<file path="src/rtl/ptg_pkg.sv">
package ptg_pkg;
  localparam int MODE_BIT  = 0;
  localparam int RATE_LSB  = 3;
  localparam int RATE_W    = 3;
  localparam int WORD_W    = 32;
  localparam int HALF_W    = 16;

  typedef enum logic {
    MODE_REPEAT = 1'b0,
    MODE_PRBS   = 1'b1
  } gen_mode_e;

  typedef enum logic [1:0] {
    ADDR_SEED_LO = 2'd0,
    ADDR_SEED_HI = 2'd1,
    ADDR_CTRL    = 2'd2
  } reg_addr_e;

  function automatic int unsigned pow10(input int unsigned n);
    int unsigned r;
    r = 1;
    for (int i = 0; i < 8; i++) begin
      if (i < n) r = r * 10;
    end
    return r;
  endfunction

  function automatic int prbs_tap(input int len);
    case (len)
      23:      return 18;
      31:      return 28;
      default: return 14;
    endcase
  endfunction
endpackage

</file>
<file path="src/rtl/ptg_cfg_regs.sv">
module ptg_cfg_regs
  import ptg_pkg::*;
#(
  parameter int AW = 2,
  parameter int DW = 16
) (
  input  logic              clk,
  input  logic              rst,
  input  logic              wr_en,
  input  logic [AW-1:0]     wr_addr,
  input  logic [DW-1:0]     wr_data,
  output logic [2*DW-1:0]   seed,
  output gen_mode_e         mode,
  output logic              ld,
  output logic              rate_wr,
  output logic [RATE_W-1:0] rate_val
);
  always_ff @(posedge clk) begin
    if (rst) begin
      seed     <= '0;
      mode     <= MODE_REPEAT;
      ld       <= 1'b0;
      rate_wr  <= 1'b0;
      rate_val <= '0;
    end else begin
      ld      <= 1'b0;
      rate_wr <= 1'b0;
      if (wr_en) begin
        case (wr_addr)
          ADDR_SEED_LO: begin
            seed[DW-1:0] <= wr_data;
            ld           <= 1'b1;
          end
          ADDR_SEED_HI: begin
            seed[2*DW-1:DW] <= wr_data;
            ld              <= 1'b1;
          end
          ADDR_CTRL: begin
            mode     <= gen_mode_e'(wr_data[MODE_BIT]);
            rate_val <= wr_data[RATE_LSB +: RATE_W];
            ld       <= 1'b1;
            rate_wr  <= 1'b1;
          end
          default: ;
        endcase
      end
    end
  end
endmodule

</file>
<file path="src/rtl/ptg_seq_gen.sv">
module ptg_seq_gen
  import ptg_pkg::*;
#(
  parameter int SW       = 32,
  parameter int PRBS_LEN = 15
) (
  input  logic          clk,
  input  logic          rst,
  input  logic          ld,
  input  logic [SW-1:0] seed,
  input  gen_mode_e     mode,
  input  logic          adv,
  output logic          cur_bit
);
  localparam int TAP = prbs_tap(PRBS_LEN);

  logic [SW-1:0] sh;
  logic          fb;

  generate
    if (PRBS_LEN == 23) begin : g_p23
      assign fb = sh[22] ^ sh[TAP-1];
    end else if (PRBS_LEN == 31) begin : g_p31
      assign fb = sh[30] ^ sh[TAP-1];
    end else begin : g_p15
      assign fb = sh[14] ^ sh[TAP-1];
    end
  endgenerate

  always_ff @(posedge clk) begin
    if (rst) begin
      sh <= '0;
    end else if (ld) begin
      sh <= seed;
    end else if (adv) begin
      if (mode == MODE_PRBS) sh <= {sh[SW-2:0], fb};
      else                   sh <= {sh[SW-2:0], sh[SW-1]};
    end
  end

  assign cur_bit = sh[SW-1];
endmodule

</file>
<file path="src/rtl/ptg_err_ins.sv">
module ptg_err_ins
  import ptg_pkg::*;
#(
  parameter int MAX_N = 7,
  parameter int CW    = $clog2(pow10(MAX_N) + 1)
) (
  input  logic              clk,
  input  logic              rst,
  input  logic              rate_wr,
  input  logic [RATE_W-1:0] rate_val,
  input  logic              adv,
  output logic              err_now,
  output logic [RATE_W-1:0] act_n,
  output logic [CW-1:0]     cnt
);
  logic [RATE_W-1:0] pend_n;
  logic              pend_v;
  logic [CW-1:0]     lim_m1;
  logic              hit;

  always_comb begin
    lim_m1 = '0;
    for (int i = 1; i <= MAX_N; i++) begin
      if (act_n == RATE_W'(i)) lim_m1 = CW'(pow10(i) - 1);
    end
  end

  assign hit     = (act_n != '0) && (cnt == lim_m1);
  assign err_now = adv && hit;

  always_ff @(posedge clk) begin
    if (rst) begin
      act_n  <= '0;
      pend_n <= '0;
      pend_v <= 1'b0;
      cnt    <= '0;
    end else if (rate_wr) begin
      if (act_n == '0) begin
        act_n  <= rate_val;
        cnt    <= '0;
        pend_v <= 1'b0;
      end else begin
        pend_n <= rate_val;
        pend_v <= 1'b1;
      end
    end else if (adv && act_n != '0) begin
      if (hit) begin
        cnt <= '0;
        if (pend_v) begin
          act_n  <= pend_n;
          pend_v <= 1'b0;
        end
      end else begin
        cnt <= cnt + 1'b1;
      end
    end
  end
endmodule

</file>
<file path="src/rtl/tx_pattern_gen.sv">
module tx_pattern_gen
  import ptg_pkg::*;
#(
  parameter int AW       = 2,
  parameter int DW       = HALF_W,
  parameter int PRBS_LEN = 15,
  parameter int MAX_N    = 7
) (
  input  logic          clk,
  input  logic          rst,
  input  logic          wr_en,
  input  logic [AW-1:0] wr_addr,
  input  logic [DW-1:0] wr_data,
  input  logic          bit_en,
  output logic          tx_bit,
  output logic          tx_stb,
  output logic          tx_err
);
  localparam int SW = 2 * DW;
  localparam int CW = $clog2(pow10(MAX_N) + 1);

  logic [SW-1:0]     seed;
  gen_mode_e         mode;
  logic              ld;
  logic              rate_wr;
  logic [RATE_W-1:0] rate_val;
  logic              adv;
  logic              gen_bit;
  logic              err_now;
  logic [RATE_W-1:0] act_n;
  logic [CW-1:0]     err_cnt;

  assign adv = bit_en & ~ld;

  ptg_cfg_regs #(.AW(AW), .DW(DW)) u_cfg (
    .clk(clk), .rst(rst), .wr_en(wr_en), .wr_addr(wr_addr), .wr_data(wr_data),
    .seed(seed), .mode(mode), .ld(ld), .rate_wr(rate_wr), .rate_val(rate_val)
  );

  ptg_seq_gen #(.SW(SW), .PRBS_LEN(PRBS_LEN)) u_gen (
    .clk(clk), .rst(rst), .ld(ld), .seed(seed), .mode(mode), .adv(adv),
    .cur_bit(gen_bit)
  );

  ptg_err_ins #(.MAX_N(MAX_N), .CW(CW)) u_err (
    .clk(clk), .rst(rst), .rate_wr(rate_wr), .rate_val(rate_val), .adv(adv),
    .err_now(err_now), .act_n(act_n), .cnt(err_cnt)
  );

  always_ff @(posedge clk) begin
    if (rst) begin
      tx_bit <= 1'b0;
      tx_stb <= 1'b0;
      tx_err <= 1'b0;
    end else begin
      tx_stb <= adv;
      tx_err <= err_now;
      if (adv) tx_bit <= gen_bit ^ err_now;
    end
  end
endmodule

</file>
<file path="config.mk">
export PLATFORM = sky130hd
export DESIGN_NAME = tx_pattern_gen
export DESIGN_NICKNAME = d
export VERILOG_FILES = /design/src/rtl/ptg_pkg.sv /design/src/rtl/ptg_cfg_regs.sv /design/src/rtl/ptg_seq_gen.sv /design/src/rtl/ptg_err_ins.sv /design/src/rtl/tx_pattern_gen.sv
export SDC_FILE = /design/constraint.sdc
export NUM_CORES = 1
export LEC_CHECK = 0
export BUFFER_PORTS_ARGS = -buffer_cell sky130_fd_sc_hd__buf_2
export CAP_MARGIN = 5
export CORE_UTILIZATION = 40
export DETAILED_ROUTE_END_ITERATION = 8
export GPL_TIMING_DRIVEN = 0
export HOLD_SLACK_MARGIN = 0.1
export PLACE_DENSITY = 0.61
export SYNTH_ARGS = -nofsm -noshare
export SYNTH_HDL_FRONTEND = slang
export SYNTH_SLANG_ARGS = --single-unit
</file>
<file path="constraint.sdc">
create_clock -name clk -period 2 [get_ports clk]
set_input_delay 0.1 -clock clk [delete_from_list [all_inputs] [get_ports clk]]
set_output_delay 0.1 -clock clk [all_outputs]
set_load 0.02 [all_outputs]
</file>
Word level (Yosys, flattened, before mapping)
Index checks and enable logic that the tools add are counted.
{"block": "word_totals", "regBits": 104, "latchBits": 0, "ram_bits": 0, "mem_bits_ro": 0, "inputBits": 22, "output_inout_bits": 3, "wordCells": 132, "n_memories": 0}
{"block": "classes", "n_addsub": 8, "mul": 21, "div": 0, "n_lt_le_gt_ge": 0, "eq_ne": 11, "shift": 0, "mux": 53, "n_bitwise": 6, "n_reduce_logical": 19}
{"op": "$mux 32", "n": 23}
{"op": "$mul 32x3->31 const B", "n": 15}
{"op": "$mux 24", "n": 18}
{"op": "$mul 32x3->23 const B", "n": 6}
{"op": "$sub 24x1->24 const B", "n": 7}
{"op": "$add 24x1->24 const B", "n": 1}
{"op": "$eq 24x24->1", "n": 1}
{"op": "$mux 3", "n": 5}
{"op": "$eq 3x3->1 const B", "n": 4}
{"op": "$reduce_and 2->1", "n": 6}
{"op": "$reduce_bool 2->1", "n": 4}
{"op": "$mux 1", "n": 7}
{"op": "$eq 3x2->1 const B", "n": 2}
{"op": "$reduce_and 4->1", "n": 1}
{"op": "$eq 3x1->1 const B", "n": 1}
{"op": "$logic_and 1x1->1", "n": 3}
{"op": "$logic_not 3->1", "n": 1}
{"op": "$not 1->1", "n": 3}
{"op": "$reduce_bool 3->1", "n": 1}
{"op": "$reduce_or 3->1", "n": 1}
{"op": "$eq 2x1->1 const B", "n": 1}
{"op": "$eq 2x2->1 const B", "n": 1}
{"op": "$logic_not 2->1", "n": 1}
{"op": "$ne 2x1->1 const B", "n": 1}
{"op": "3 further kinds", "n": 4}

Depth between registers and ports, before layout
Gate-level depths: netlist (run 1).
{"block": "logic_depth", "ltp_word": 21, "depth_mapped": 10, "ltp_nobuf": 7}

Modules after synthesis
From an unflattened synthesis (run 1), not the netlist that was laid out.
{"block": "hier_totals", "hier_cells": 533, "hier_area_um2": 5337.6}
{"module": "ptg_err_ins", "instances": 1, "cells_per_inst": 236, "area_per_inst_um2": 2117.0, "seq_area_each_um2": 620.6}
{"module": "ptg_seq_gen", "instances": 1, "cells_per_inst": 144, "area_per_inst_um2": 1564.0, "seq_area_each_um2": 640.6}
{"module": "ptg_cfg_regs", "instances": 1, "cells_per_inst": 144, "area_per_inst_um2": 1550.2, "seq_area_each_um2": 760.7}
{"module": "tx_pattern_gen", "instances": 1, "cells_per_inst": 9, "area_per_inst_um2": 106.4, "seq_area_each_um2": 60.1}

Worst setup path before layout (run 1)
No wires, ideal clock.
{"block": "synth_timing", "path_type": "reg2reg", "startpoint": "register u_err.act_n[0]", "endpoint": "register u_err.act_n[1]", "setup_ps": 88, "arrival_ps": 1991, "required_ps": 1912, "slack_ps": -79, "stages_incl_launch_ff": 10, "path_buffers": 2, "period_less_slack_ps": 2079, "path_cell_list": "dfxtp_1 -> buf_6 -> or3_1 -> buf_2 -> o31ai_2 -> o32ai_1 -> nor4_2 -> and4_4 -> nor2_2 -> o32ai_2"}
{"block": "synth_between", "elab_chain_cells": 12, "elab_cells_between_ends": 23, "cone_classes": "eq/ne: 9; mux: 7; reduce/logical: 7"}
{"element": "start: declaration", "line": "ptg_err_ins.sv:13", "source": "output logic [RATE_W-1:0] act_n,"}
{"element": "start signal: assignment", "line": "ptg_err_ins.sv:39", "source": "act_n <= rate_val;"}
{"element": "start signal: assignment", "line": "ptg_err_ins.sv:50", "source": "act_n <= pend_n;"}
{"element": "$eq 3x1->1", "line": "ptg_err_ins.sv:24", "source": "if (act_n == RATE_W'(i)) lim_m1 = CW'(pow10(i) - 1);"}
{"element": "$mux 24 (7 in series)", "line": "ptg_err_ins.sv:24"}
{"element": "$eq 24x24->1", "line": "ptg_err_ins.sv:28", "source": "assign hit = (act_n != '0) && (cnt == lim_m1);"}
{"element": "$logic_and 1x1->1", "line": "ptg_err_ins.sv:28"}
{"element": "$reduce_bool 2->1 (no line)"}
{"element": "$reduce_and 4->1 (no line) *"}
Mark *: on every way between the ends. The rest lies on a longest branch, timed or not.
A chain may end at the register's enable or synchronous reset.

Worst setup path after layout (run 1)
{"block": "layout_timing", "startpoint": "register u_err.act_n[1]", "endpoint": "register tx_bit"}
{"block": "layout_between", "elab_chain_cells": 12, "elab_cells_between_ends": 19, "cone_classes": "eq/ne: 8; mux: 7; bitwise: 1; reduce/logical: 3"}
{"element": "$eq 3x1->1", "line": "ptg_err_ins.sv:24"}
{"element": "$mux 24 (7 in series)", "line": "ptg_err_ins.sv:24"}
{"element": "$eq 24x24->1", "line": "ptg_err_ins.sv:28"}
{"element": "$logic_and 1x1->1 *", "line": "ptg_err_ins.sv:28"}
{"element": "$logic_and 1x1->1 *", "line": "ptg_err_ins.sv:29", "source": "assign err_now = adv && hit;"}
{"element": "$xor 1x1->1 *", "line": "tx_pattern_gen.sv:58", "source": "if (adv) tx_bit <= gen_bit ^ err_now;"}
{"element": "end signal: assignment", "line": "tx_pattern_gen.sv:58"}
{"element": "end: declaration", "line": "tx_pattern_gen.sv:15", "source": "output logic tx_bit,"}
Marked as above.

==> results of run 1 <==
## synth_stat cells, types with 2 or more instances
cell and number:
nor2_1 100, mux2i_1 40, a21oi_1 75, and3_1 3, o211ai_1 2, xor2_1 16
nand2b_1 5, and2_1 3, or2_2 5, o221a_2 2, nand4b_1 3, inv_1 6
a31oi_1 4, xnor2_1 8, nor4_1 2, o32ai_1 3, dfxtp_1 104, nand3b_1 2
o22ai_1 2, clkbuf_1 20, o21ai_0 6, buf_4 2, nand3_1 11, or3_1 4
buf_1 6, nor2b_1 3, nor3_1 6, buf_6 3, buf_2 10, nand2_1 89
nand4_1 6, and4_1 5
## flip-flops by register name (all words and copies together), names as in the netlist
| name | count |
|---|---|
| tx_bit | 1 |
| tx_err | 1 |
| tx_stb | 1 |
| u_cfg.ld | 1 |
| u_cfg.mode | 1 |
| u_cfg.rate_val | 3 |
| u_cfg.rate_wr | 1 |
| u_cfg.seed | 32 |
| u_err.act_n | 3 |
| u_err.cnt | 24 |
| u_err.pend_n | 3 |
| u_err.pend_v | 1 |
| u_gen.sh | 32 |
## through the flow
stage               power, mW  setup slack, ns  TNS [ns]   util
floorplan                2.33          0.00601         0      -
global placement         2.41           -0.333     -7.19  0.438
detailed placement       2.42           -0.334     -6.67  0.438
CTS                      4.22           -0.185     -3.45  0.495
global route             4.35           -0.284     -6.46  0.499
finish                   4.20           -0.201     -3.93  0.499
## power groups by stage
stage                     combinational, mW  sequential [mW]  clock (mW)
after CTS                             0.274             2.12        1.82
final                                 0.276             2.12        1.80
after global placement                0.239             2.17           0
after detailed placement              0.242             2.18           0
after global routing                  0.304             2.13        1.92
after floorplan                       0.154             2.17           0
## cell usage in the layout (no fill, tap or decap), types with 5 or more instances in the layout
| cell type | synthesis | final |
|---|---|---|
| a21oi_1 | 75 | 73 |
| buf_1 | 6 | 6 |
| buf_2 | 10 | 26 |
| buf_4 | 2 | 19 |
| buf_6 | 3 | 6 |
| clkbuf_1 | 20 | 20 |
| clkbuf_16 | 0 | 9 |
| dfxtp_1 | 104 | 99 |
| dlygate4sd3_1 | 0 | 19 |
| inv_1 | 6 | 6 |
| mux2i_1 | 40 | 40 |
| nand2_1 | 89 | 89 |
| nand3_1 | 11 | 9 |
| nand4_1 | 6 | 6 |
| nor2_1 | 100 | 100 |
| nor3_1 | 6 | 5 |
| o21ai_0 | 6 | 6 |
| xnor2_1 | 8 | 8 |
| xor2_1 | 16 | 16 |
## critical path, stage by stage (launching register included)
cell	delay (ns)
dfxtp_4	0.38
or4b_1	0.51
o211ai_1	0.27
o32ai_2	0.14
nor4_2	0.20
nand2_1	0.11
buf_4	0.16
xor2_1	0.14
a211oi_2	0.21
## per-layer routing
metal  vias to the layer above  global-route usage  share of wire
li1                       2106                   -              -
met1                      1919               0.275           0.52
met2                        72               0.292           0.44
met3                        10              0.0340          0.032
met4                         0              0.0622          0.011
met5                         -                   0              0
## area by class of cell
class,count,area share
buffer,41,0.0391
clock inverter,6,0.0131
timing repair buffer,55,0.0706
multi-input combinational,426,0.437
sequential,104,0.366
tap,143,0.0312
clock buffer,9,0.0393
inverter,6,0.00393
## final timing paths
check / from / to / slack, ns / depth (start not counted)
worst max-delay path: u_err.act_n[1] / tx_bit / -0.20 / 8
worst min-delay path: bit_en / tx_stb / 0.13 / 3
worst max register to register: u_err.act_n[1] / tx_bit / -0.20 / 8
worst min register to register: u_cfg.seed[11] / u_cfg.seed[11] / 0.46 / 2
## kinds of logic after synthesis
| group | count (synthesis) | synth area share |
|---|---|---|
| AOI/OAI and AO/OA | 106 | 0.132 |
| xor gates and xnor gates | 24 | 0.0446 |
| adders and majority gates | 1 | 0.00265 |
| buffers and inverters | 47 | 0.0465 |
| DFF | 104 | 0.442 |
| muxes | 40 | 0.0850 |
| and+or+nand+nor | 255 | 0.247 |
## timing repair
item,4_1_cts,5_1_grt
gates cloned,0,1
setup endpoints to repair,28,28
buffers inserted,10,2
hold buffers,19,0
pin swaps,2,4
hold endpoints to repair,38,0
gates resized for setup,27,6
==> summary.txt, run 1 <==
Placed design
  – Placed insts: about 740
  – RePlAce Congestion: ~0.84
  – DP Area: ~5000 µm²
  – IO Port Bufs: 23
  – HPWL after detailed placement: slightly below 8000 µm

Synth
  – Synthesized area: between 4000 and 5000 µm²
  – Synth top area share: 0.442
  – Synth Warn #: 0
  – Seq/Total Area, Yosys: 0.442
  – Post-synth top area cell: dfxtp_1
  – Yosys reg bits: 104
  – Syn avg cell area: just over 8 µm²
  – Commonest register cell after synthesis: dfxtp_1
  – Syn nets: 600
  – Post-synth EDFFs: 0
  – Mapped Cells: about 580
  – Ys async rst share: 0
  – Synth top area cells: dfxtp_1 (44%), mux2i_1 (8.5%), a21oi_1 (8.0%), nor2_1 (8.0%), nand2_1 (7.1%)
  – Post-synth cell types: 53

Clock network
  – H-Tree Depth: 3
  – Max Buffers Root-to-Sink: 2
  – CTS Buf Count: 9
  – Clock slew at reported path FFs: roughly 0.07 ns
  – Clk_lat worst skew: roughly 0.34 ns
  – Clock root buffer: clkbuf_16
  – Clk sinks: 104
  – CTS tree: yes

Routing
  – Initial DRT Pass Iterations: 4
  – Final WL: 11300 µm
  – Initial DRC count: 190
  – Via count: ~4100
  – Post-DR wirelength/cell: 14.3 µm
  – Residual DRC: 0
  – Post-DR vias/cell: between 5 and 6
  – Post-DRT Antenna Nets: 0

Pwr
  – Max VDD drop: 361 µV
  – Power density cells: roughly 730 nW/µm²
  – Combinational share of power: 0.066
  – Int Pwr: about 3.2 mW
  – Leak Pwr: 2.22 nW
  – Switching Power: around 1.0 mW
  – Sequential share of power: 0.506
  – Switch share: 0.239
  – Clock share of power: 0.428

Global routing
  – Vias in the first global route: roughly 3800
  – Largest net degree at the start of global routing: 19
  – GR Overflow Total: 0
  – First-pass GRT wire length: approximately 19000 µm
  – GRT Resource Usage Total: 0.192
  – Initial antenna violation count: 0

Timing
  – Clk_skew: between 0.007 and 0.008 ns
  – Setup WS post-layout: -0.201 ns
  – Crit path time final: ~2.2 ns
  – Period Utilization, post-route: 1.10
  – Worst Max-Slew Pin Slew: around 0.84 ns
  – Fmax: ~450 MHz
  – Min Hold Slack: ~0.13 ns
  – Slew margin rel.: 0.439
  – Final slew viol count: 0
  – RSZ-0062 raised after global routing: true
  – Fin. Hold Viols: 0
  – Setup violations, final: 27

Die
  – Die W: approximately 110 µm
  – FP Rows: 39
  – DIE AREA: around 12000 µm²
  – Starting Density: 0.411
  – Die Ht: roughly 110 µm
  – Area of the core: 11500 µm²
  – I/O pin count: 25

Critical path
  – Worst EP required: between 2 and 2.5 ns
  – Worst Path Arrival: 2.46 ns
  – Critical path startpoint category: register
  – Critical path type: register to register
  – Endpoint class of the critical path: register
  – Crit Path Max Fanout: 8

Outcome
  – Status: finished, violations left
  – Failing checks: setup timing

Layout
  – Multi-input logic area: between 2000 and 3000 µm²
  – Layout Cells excl Fill: between 700 and 800
  – Filler cell count: roughly 1100
  – Area growth from synthesis to layout: 21.5%
  – Share of cells above drive strength 1: 0.153
  – Fin area: 5730 µm²
  – Net count, final: roughly 670
  – Ant. Diodes: 0
  – Register Area: 2090 µm²

Run
  – # Max-Cap Violations: 0

Min path
  – Hold Path Class: primary input to register
Note: power is estimated with default switching activity, not from simulation.
==> run 2: changes to the inputs <==
Settings changed: ABC_AREA from default to 1.
==> run 2 against run 1 <==
  * The run now ends clean
  * Critical path depth up 6
  * Design area is 1.2% higher
  * Utilization rose by 0.20 points
  * Global-route usage is 2.2 points higher
  * Setup slack improved by 0.34 ns
  * Non-clock buffer count down 16
  * Sequential share of layout area fell by 0.51 points
  * Hold slack got worse by 0.017 ns
  * Sequential cell count unchanged
  * Power is 2.8% higher
  * Highest routed layer unchanged
  * Maximum frequency grew 18%
==> summary.txt, run 2 <==
Critical path
  – Reg2Reg Depth: 14
  – Crit Path Max Fanout: 6
  – Critical path type: register to register
  – CP delay by family, top: simple AND/OR/NAND/NOR gates
  – Critical path, cell by cell: buf_6, inv_4, nand2_2, nand2_1, nand2_2, nand2_4, inv_8, nand2_4, nor2_4, nand2_2, nor2_4, nand2_2, xor2_2, nor2_2
  – Endpoint class of the critical path: register
  – Worst path depth: 14
  – Crit-path most repeated cell: nand2_2
  – Worst Path Arrival: approximately 2.2 ns
  – Critical-path top delay cell: dfxtp_2
  – Buf+Inv Stages, Crit Path: 3
  – Worst path max stage delay: 0.35 ns
  – Worst EP required: between 2 and 2.5 ns
  – Critical path startpoint category: register

Global routing
  – Largest net degree at the start of global routing: 19
  – GR Overflow Total: 0
  – First-pass GRT wire length: approximately 21000 µm
  – Initial antenna violation count: 0
  – GRT Resource Usage Total: 0.214
  – Vias in the first global route: 4451

Routing
  – Post-DR vias/cell: 5.09
  – Residual DRC: 0
  – Final WL: 12700 µm
  – Initial DRC count: ~350
  – Post-DRT Antenna Nets: 0
  – Via count: about 4700
  – Initial DRT Pass Iterations: 5
  – Post-DR wirelength/cell: 13.8 µm

Synth
  – Commonest cells post-synth: nand2_1 (174), nor2_1 (125), dfxtp_1 (104)
  – Post-synth top area cell: dfxtp_1
  – Syn nets: 737
  – Post-synth cell types: 33
  – Synth top area cells: dfxtp_1 (43%), nand2_1 (14%), nor2_1 (9.8%), o21ai_0 (7.2%), inv_1 (6.9%)
  – Count leader, synth: nand2_1
  – Synthesized area: slightly below 5000 µm²
  – Commonest register cell after synthesis: dfxtp_1
  – Synth top area share: 0.433
  – Syn avg cell area: between 6 and 7 µm²
  – Ys async rst share: 0
  – Synth Warn #: 0
  – Post-synth EDFFs: 0
  – Mapped Cells: roughly 710
  – Seq/Total Area, Yosys: 0.433
  – Yosys reg bits: approximately 100

Timing
  – Crit path time final: about 1.9 ns
  – Slew margin rel.: 0.588
  – Period Utilization, post-route: 0.929
  – Fin. Hold Viols: 0
  – Setup violations, final: 0
  – Worst Max-Slew Pin Slew: 0.612 ns
  – Final slew viol count: 0
  – Clk_skew: slightly below 0.008 ns
  – Fmax: between 500 and 600 MHz

Die
  – I/O pin count: 25
  – FP Rows: 39
  – Starting Density: 0.416
  – Die W: between 100 and 150 µm
  – Area of the core: about 12000 µm²
  – DIE AREA: about 12000 µm²
  – Die Ht: between 100 and 150 µm

Outcome
  – Status: completed

Layout
  – Commonest non-fill, non-tap cell in the layout: nand2_1
  – Fin area: roughly 5800 µm²
  – Area growth from synthesis to layout: 20.6%
  – Share of cells above drive strength 1: 0.125
  – Largest registers: u_cfg.seed (32), u_gen.sh (32), u_err.cnt (24)
  – Ant. Diodes: 0
  – Net count, final: approximately 800
  – Commonest non-fill, non-tap cells in the layout: nand2_1 (168), nor2_1 (122), dfxtp_1 (100)
  – Filler cell count: 1166

Placed design
  – HPWL after detailed placement: around 9300 µm
  – IO Port Bufs: 23
  – DP Area: a little over 5000 µm²
  – RePlAce Congestion: roughly 0.85

Min path
  – Hold Path Class: primary input to register
  – Hold Path Stages: 3

Clock network
  – H-Tree Depth: 3
  – CTS Buf Count: 9
  – CTS tree: yes
  – Clock root buffer: clkbuf_16
  – Max Buffers Root-to-Sink: 2
  – Clk sinks: approximately 100
  – Clock slew at reported path FFs: 0.07 ns
  – Clk_lat worst skew: between 0.3 and 0.4 ns

Pwr
  – Total Power: about 4.3 mW
  – Power density cells: between 700 and 800 nW/µm²
  – Max VDD drop: 361 µV
  – Leak Pwr: around 2.7 nW

Run
  – # Max-Cap Violations: 0
## run 2: cell count changes after synthesis, sizes merged, moves of 13 or more
| cell | change |
|---|---|
| o21ai | +63 |
| inv | +87 |
| nand2 | +93 |
| a22oi | +13 |
| nor2 | +29 |
| nand3 | +21 |
| mux2i | -40 |
| a21oi | -59 |
| buf | -16 |
## run 2: power by group
part	internal (mW)	switching (mW)
registers	2.12	0.0278
clock network	1.02	0.822
logic	0.118	0.204
## run 2: cell families after synthesis
| family | share of synthesized area |
|---|---|
| flops | 0.433 |
| fa+ha+maj | 0.00260 |
| simple gates | 0.325 |
| compound gates | 0.122 |
| buf+inv | 0.0958 |
| xor+xnor | 0.0219 |
## run 2: metal layers
metal  wire (µm)  track usage
met5           0            0
met4         272       0.0946
met3         498       0.0289
met2        6090        0.363
met1        5880        0.271
## run 2: area by class of cell
| cell class | instances | area (µm²) | share of cell area |
|---|---|---|---|
| Timing Repair Buffer | 54 | 400 | 0.0691 |
| Multi-Input combinational cell | 491 | 2320 | 0.401 |
| Clock inverter | 6 | 73.8 | 0.0127 |
| Tap cell | 143 | 179 | 0.0309 |
| Sequential cell | 104 | 2090 | 0.360 |
| Inverter | 93 | 359 | 0.0619 |
| Clock buffer | 10 | 239 | 0.0412 |
| Buffer | 26 | 133 | 0.0229 |
## run 2: final timing paths
check                                    start        endpoint  slack, ns
worst max-delay path            u_err.act_n[0]   u_err.cnt[19]       0.14
worst min-delay path                wr_data[5]  u_cfg.seed[21]       0.11
worst max register to register  u_err.act_n[0]   u_err.cnt[19]       0.14
worst min register to register  u_cfg.seed[16]  u_cfg.seed[16]       0.46
## run 2: worst min-delay path, stage by stage
cell     delay, ns
buf_2         0.14
o21ai_0       0.10
nor2_1        0.09
## run 2: per-stage QoR
step | instances | hold WS (ns) | setup TNS (ns) | setup WS, ns | utilization
final | 927 | 0.110 | 0 | 0.142 | 0.501
after global routing | 927 | 0.130 | -0.00281 | -0.00281 | 0.501
after CTS | 915 | 0.112 | 0 | 0.0144 | 0.486
after detailed placement | 880 | 0.320 | -2.45 | -0.139 | 0.441
after global placement | 880 | 0.301 | -2.48 | -0.143 | 0.441
after floorplan | 714 | 0.187 | 0 | 0.320 | -
## run 2: repair_timing
| item | CTS | global route |
|---|---|---|
| hold endpoints to repair | 29 | 0 |
| hold buffers | 17 | 0 |
| cloned | 0 | 1 |
| endpoints found under the setup margin | 22 | 32 |
| pin swaps | 1 | 8 |
| setup buffers | 2 | 11 |
| gates resized for setup | 7 | 25 |
